**src/rtl/mbx_pkg.sv**
```systemverilog
package mbx_pkg;
  localparam logic [3:0] OFS_WWIN  = 4'h0;
  localparam logic [3:0] OFS_HSTAT = 4'h4;
  localparam logic [3:0] OFS_RWIN  = 4'h8;
  localparam logic [3:0] OFS_PSTAT = 4'hC;

  localparam int B_IE  = 0;
  localparam int B_IS  = 1;
  localparam int B_IG  = 2;
  localparam int B_RDY = 3;
  localparam int B_RST = 4;
  localparam int B_OVF = 5;

  function automatic logic [31:0] pack_stat(logic [7:0] depth, logic [7:0] wp,
                                            logic [7:0] rp, logic [5:0] flags);
    return {depth, wp, rp, 2'b00, flags};
  endfunction
endpackage

```
**src/rtl/mbx_ring.sv**
```systemverilog
module mbx_ring #(
  parameter int DW = 32,
  parameter int AW = 3
) (
  input  logic          clk,
  input  logic          rst_n,
  input  logic          clr,
  input  logic          push,
  input  logic [DW-1:0] din,
  input  logic          pop,
  output logic [DW-1:0] dout,
  output logic [7:0]    wptr,
  output logic [7:0]    rptr,
  output logic [7:0]    count,
  output logic          full,
  output logic          over
);
  localparam int         DEPTH  = 1 << AW;
  localparam logic [7:0] DEPTH8 = 8'(DEPTH);

  logic [DW-1:0] mem [DEPTH];
  logic do_push, do_pop;

  assign count   = wptr - rptr;
  assign full    = (count >= DEPTH8);
  assign over    = (count > DEPTH8);
  assign do_push = push && !full && !clr;
  assign do_pop  = pop && (count != 8'd0) && !clr;
  assign dout    = mem[rptr[AW-1:0]];

  always_ff @(posedge clk or negedge rst_n) begin
    if (!rst_n) begin
      wptr <= '0;
      rptr <= '0;
    end else if (clr) begin
      wptr <= '0;
      rptr <= '0;
    end else begin
      if (do_push) wptr <= wptr + 8'd1;
      if (do_pop)  rptr <= rptr + 8'd1;
    end
  end

  always_ff @(posedge clk) begin
    if (do_push) mem[wptr[AW-1:0]] <= din;
  end
endmodule

```
**src/rtl/mbx_hctl.sv**
```systemverilog
module mbx_hctl (
  input  logic clk,
  input  logic rst_n,
  input  logic wr_stat,
  input  logic w_ie,
  input  logic w_is,
  input  logic w_ig,
  input  logic w_rst,
  input  logic peer_db,
  output logic ie,
  output logic is_bit,
  output logic rst_bit,
  output logic host_db
);
  always_ff @(posedge clk or negedge rst_n) begin
    if (!rst_n) begin
      ie      <= 1'b0;
      is_bit  <= 1'b0;
      rst_bit <= 1'b0;
      host_db <= 1'b0;
    end else begin
      host_db <= wr_stat && w_ig;
      is_bit  <= (is_bit && !(wr_stat && w_is)) || peer_db;
      if (wr_stat) begin
        ie      <= w_ie;
        rst_bit <= w_rst;
      end
    end
  end
endmodule

```
**src/rtl/mbx_top.sv**
```systemverilog
module mbx_top #(
  parameter int AW = 3
) (
  input  logic        clk,
  input  logic        rst_n,
  input  logic [3:0]  bus_addr,
  input  logic        bus_wr,
  input  logic        bus_rd,
  input  logic [31:0] bus_wdata,
  output logic [31:0] bus_rdata,
  output logic        h2p_valid,
  output logic [31:0] h2p_data,
  input  logic        h2p_ready,
  input  logic        p2h_valid,
  input  logic [31:0] p2h_data,
  output logic        p2h_ready,
  input  logic        peer_ready,
  input  logic        peer_db,
  output logic        host_db,
  output logic        irq
);
  import mbx_pkg::*;

  localparam int         DEPTH  = 1 << AW;
  localparam logic [7:0] DEPTH8 = 8'(DEPTH);

  logic wr_win, wr_stat, rd_win;
  logic ie, is_bit, rst_bit, ovf_q;
  logic [7:0] h2p_wp, h2p_rp, h2p_cnt, p2h_wp, p2h_rp, p2h_cnt;
  logic h2p_full, h2p_over, p2h_full, p2h_over, p2h_empty;
  logic [31:0] p2h_head, rd_mux;

  assign wr_win  = bus_wr && (bus_addr == OFS_WWIN);
  assign wr_stat = bus_wr && (bus_addr == OFS_HSTAT);
  assign rd_win  = bus_rd && (bus_addr == OFS_RWIN);

  mbx_hctl u_hctl (
    .clk(clk), .rst_n(rst_n), .wr_stat(wr_stat),
    .w_ie(bus_wdata[B_IE]), .w_is(bus_wdata[B_IS]),
    .w_ig(bus_wdata[B_IG]), .w_rst(bus_wdata[B_RST]),
    .peer_db(peer_db), .ie(ie), .is_bit(is_bit),
    .rst_bit(rst_bit), .host_db(host_db)
  );

  mbx_ring #(.DW(32), .AW(AW)) u_h2p (
    .clk(clk), .rst_n(rst_n), .clr(rst_bit),
    .push(wr_win), .din(bus_wdata),
    .pop(h2p_valid && h2p_ready), .dout(h2p_data),
    .wptr(h2p_wp), .rptr(h2p_rp), .count(h2p_cnt),
    .full(h2p_full), .over(h2p_over)
  );

  mbx_ring #(.DW(32), .AW(AW)) u_p2h (
    .clk(clk), .rst_n(rst_n), .clr(rst_bit),
    .push(p2h_valid), .din(p2h_data),
    .pop(rd_win), .dout(p2h_head),
    .wptr(p2h_wp), .rptr(p2h_rp), .count(p2h_cnt),
    .full(p2h_full), .over(p2h_over)
  );

  assign h2p_valid = (h2p_cnt != 8'd0);
  assign p2h_empty = (p2h_cnt == 8'd0);
  assign p2h_ready = !p2h_full && !rst_bit;
  assign irq       = ie && is_bit;

  always_ff @(posedge clk or negedge rst_n) begin
    if (!rst_n)                     ovf_q <= 1'b0;
    else if (rst_bit)               ovf_q <= 1'b0;
    else if (wr_win && h2p_full)    ovf_q <= 1'b1;
  end

  always_comb begin
    unique case (bus_addr)
      OFS_HSTAT: rd_mux = pack_stat(DEPTH8, h2p_wp, h2p_rp,
                   {ovf_q || h2p_over, rst_bit, 1'b0, 1'b0, is_bit, ie});
      OFS_PSTAT: rd_mux = pack_stat(DEPTH8, p2h_wp, p2h_rp,
                   {p2h_over, 1'b0, peer_ready, 3'b000});
      OFS_RWIN:  rd_mux = p2h_empty ? 32'd0 : p2h_head;
      default:   rd_mux = 32'd0;
    endcase
  end

  always_ff @(posedge clk or negedge rst_n) begin
    if (!rst_n)      bus_rdata <= '0;
    else if (bus_rd) bus_rdata <= rd_mux;
  end
endmodule

```
**config.mk**
```make
export PLATFORM = sky130hd
export DESIGN_NAME = mbx_top
export DESIGN_NICKNAME = d
export VERILOG_FILES = /design/src/rtl/mbx_pkg.sv /design/src/rtl/mbx_ring.sv /design/src/rtl/mbx_hctl.sv /design/src/rtl/mbx_top.sv
export SDC_FILE = /design/constraint.sdc
export NUM_CORES = 1
export LEC_CHECK = 0
export BUFFER_PORTS_ARGS = -buffer_cell sky130_fd_sc_hd__buf_2
export CORE_UTILIZATION = 45
export DETAILED_ROUTE_END_ITERATION = 10
export HOLD_SLACK_MARGIN = 0.12
export PLACE_DENSITY_LB_ADDON = 0.05
export SLEW_MARGIN = 20
export SYNTH_ARGS = -nofsm -noshare
export SYNTH_HDL_FRONTEND = slang
export SYNTH_HIERARCHICAL = 1
export SYNTH_SLANG_ARGS = --single-unit
```
**constraint.sdc**
```tcl
create_clock -name clk -period 7.5 [get_ports clk]
set_input_delay 0.75 -clock clk [delete_from_list [all_inputs] [get_ports clk]]
set_output_delay 0.75 -clock clk [all_outputs]
set_load 0.02 [all_outputs]
```
==> impl_metrics.py <==
metrics = {
    "detailed_routing": {
        "dr.first_iter.drc_count": 648,
        "drcViolationCount": 0,
        "wl_mm": 52.5,
        "wl_per_cell_um": 23.4,
        "drtAntennaViolNets": 0,
        "firstDrtPassIters": 5,
        "via_count": 12500,
        "via_per_inst": 5.55,
    },
    "worst_setup_path": {
        "crit_path_cell_trace": "ha_1 -> inv_1 -> fa_1 -> a211oi_2 -> nor4_1 -> nor3b_4 -> and4_4 -> nand4_2 -> or2_2 -> nor2_4",
        "cp.arrival_ns": 4.92,
        "setup.worst_path.start_class": "register",
        "endpoint_kind": "register",
        "crit_start": "u_h2p/rptr[0]",
        "reg2reg_to": "u_h2p/mem[6][24]",
        "reg2reg_from": "u_h2p/rptr[0]",
        "cp_max_fo": 35,
        "crit_family": "simple AND/OR/NAND/NOR gates",
        "cp.buffers_inverters": 1,
        "slowest_delay_ns": 0.88,
        "cp.required_ns": 7.72,
        "ff2ff_setup_slack_ns": 2.81,
        "worst-path-stages": 10,
        "criticalPathCategory": "register to register",
        "slowest_stage": "dfrtp_4",
        "worst-r2r-cell-count": 10,
    },
    "synth": {
        "seq_area_frac_synth_pct": 72.2,
        "synth_area_per_cell_um2": 17.6,
        "yosysWarnings": 6,
        "syn_inst": 1343,
        "async_reset_ff_share_pct": 11.9,
        "synth_ff_type": "edfxtp_1",
        "yosys-top-cells-area": "edfxtp_1, mux4_2, dfrtp_1, nand2_1, ha_1",
        "synth_nets": 1439,
        "synth_top_area_share_pct": 64.9,
        "synth_cell_type_count": 73,
        "ys_ff_latch": 581,
        "synth_top_cell_by_area": "edfxtp_1",
        "synth_enable_flop_cells": 512,
        "synth.cell_area_um2": 23700,
    },
    "layout": {
        "layout.cells.non_filler": 2244,
        "area_growth_pct": 14.9,
        "drive_gt1_share_pct": 28.2,
        "nNetsFinal": 1610,
        "mostFrequentLayoutCells": "edfxtp_1, nand2_1, buf_2",
        "antenna_cells": 0,
        "final_common_cell": "edfxtp_1",
        "nFillCells": 4247,
    },
    "hold_path": {
        "hold_start": "peer_db",
        "min_path_cells": 2,
        "min_to": "u_hctl/is_bit",
        "hold_path_class": "input port to register",
    },
    "power": {
        "power.density_nw_per_um2": 303,
        "ir_drop_v": 0.000181,
        "p_leak_nw": 9.51,
    },
    "placed_design": {
        "dp.cells": 2130,
        "hpwl_mm": 31.5,
        "portBuffers": 143,
        "gp_congestion": 0.818,
        "place_ws_ns": 2.73,
    },
    "cts": {
        "cts_buffers": 60,
        "cts_tree": "done",
        "postCtsSetupRepairBufs": 0,
        "cts_buffer_depth": 3,
        "clk_latency_ns": 0.62,
        "root_buffer": "clkbuf_16",
        "cts-htree-levels": 2,
        "clk_pin_slew_worst_paths_ns": 0.06,
        "cts_resized": 0,
        "clkSinkCount": 581,
    },
    "global_route": {
        "grt_pass1_wl_mm": 79.9,
        "grtUsageTotal_pct": 20.1,
        "grt_remaining_overflow": 0,
        "grt_pass1_vias": 12900,
        "antenna_found_initial": 5,
        "grt_start_max_net_pins": 59,
    },
    "floorplan": {
        "die-area_um2": 53600,
        "io_pins": 144,
        "start_util_pct": 45.8,
        "rows": 83,
        "die_x_um": 231,
        "die_h_um": 231,
        "coreArea_um2": 51700,
    },
    "status": {
        "status": "finished clean",
    },
    "sta": {
        "min_period_ns": 4.69,
        "slew_headroom_pct": 27.0,
        "totalNegativeSetupSlack_ns": 0,
        "fin_crit_sh_pct": 62.6,
        "finalHoldViolations": 0,
        "tightest_slew_ns": 1.09,
        "clock_skew_ns": 0.0301,
        "drv_slew": 0,
        "finalWorstSetupSlack_ns": 2.81,
        "setup_viol": 0,
        "rsz0062_at_grt": "false",
        "max_freq_ghz": 0.213,
    },
    "run": {
        "cap_violations": 0,
    },
}
[cells in the mapped netlist (5+ instances only)]
cell,number
xor2_1,5
edfxtp_1,512
nand3_1,6
clkbuf_1,36
or4_1,5
a22o_1,10
inv_1,30
ha_1,18
a221o_1,22
a21oi_1,27
o21ai_0,16
nor3_1,6
nor4_1,14
nand2_1,214
or3_1,7
mux2_2,8
nand4_1,10
mux4_2,128
nor2b_1,28
dfrtp_1,69
and2_1,5
nor2_1,35
buf_1,11
o31ai_1,7
xnor2_1,12
nand2b_1,5
buf_2,9
mux2i_1,19
[repair_timing]
action / in CTS / in global routing
endpoints found under the hold margin: 17 / 0
hold buffers: 1 / 0
endpoints found under the setup margin: 0 / 0
[report_power, final]
group / internal [mW] / total (mW) / switching [mW]
logic: 0.697 / 1.64 / 0.940
registers: 3.66 / 3.78 / 0.124
clock network: 1.63 / 2.83 / 1.20
[final cells by class]
class,instances,area (µm²),share of cell area (%)
flip-flops and latches,581,17100,62.8
multi-input cells,670,6320,23.2
clock buffers,84,1690,6.21
repair buffers,170,943,3.46
well taps,680,851,3.12
clock inverters,28,198,0.726
inverters,31,116,0.427
[worst max path at each step]
stage                     slack, ns                to
after floorplan                0.86   u_h2p/mem[0][0]
after global placement         2.80  u_h2p/mem[5][16]
final                          2.81  u_h2p/mem[6][24]
after CTS                      2.73   u_h2p/mem[7][8]
after global routing           2.47  u_h2p/mem[6][10]
after detailed placement       2.73  u_h2p/mem[7][25]
[flip-flops by register name, indices dropped and copies added, names as in the netlist]
register and count:
u_hctl/ie 1, u_h2p/wptr 8, ovf_q 1, u_hctl/is_bit 1, u_h2p/rptr 8, u_hctl/host_db 1
u_p2h/mem 256, u_hctl/rst_bit 1, bus_rdata 32, u_p2h/rptr 8, u_h2p/mem 256, u_p2h/wptr 8
[layer usage]
layer	wire, µm	up-vias	GRT usage [%]
li1	-	5628	-
met1	22800	6439	27.3
met5	62	-	0
met3	2340	86	3.38
met4	1060	8	5.67
met2	26300	290	33.4
[kinds of logic after synthesis]
group,share of synthesized area (%)
mux,13.3
xor+xnor,0.628
compound gates,3.66
buf+inv,1.63
simple gates,7.43
flops,72.2
fa+ha+maj,1.12
[through the flow]
step           utilization [%]  power, mW  area [µm²]  hold slack, ns
4_1_cts                   52.6       8.37       27200           0.329
2_1_floorplan                -       5.02       23700           0.454
3_5_place_dp              48.9       5.52       25300           0.497
3_3_place_gp              48.9       5.51       25300           0.492
5_1_grt                   52.7       8.62       27200           0.358
6_report                  52.7       8.25       27200           0.382
Power figures use the tool's default switching activity.
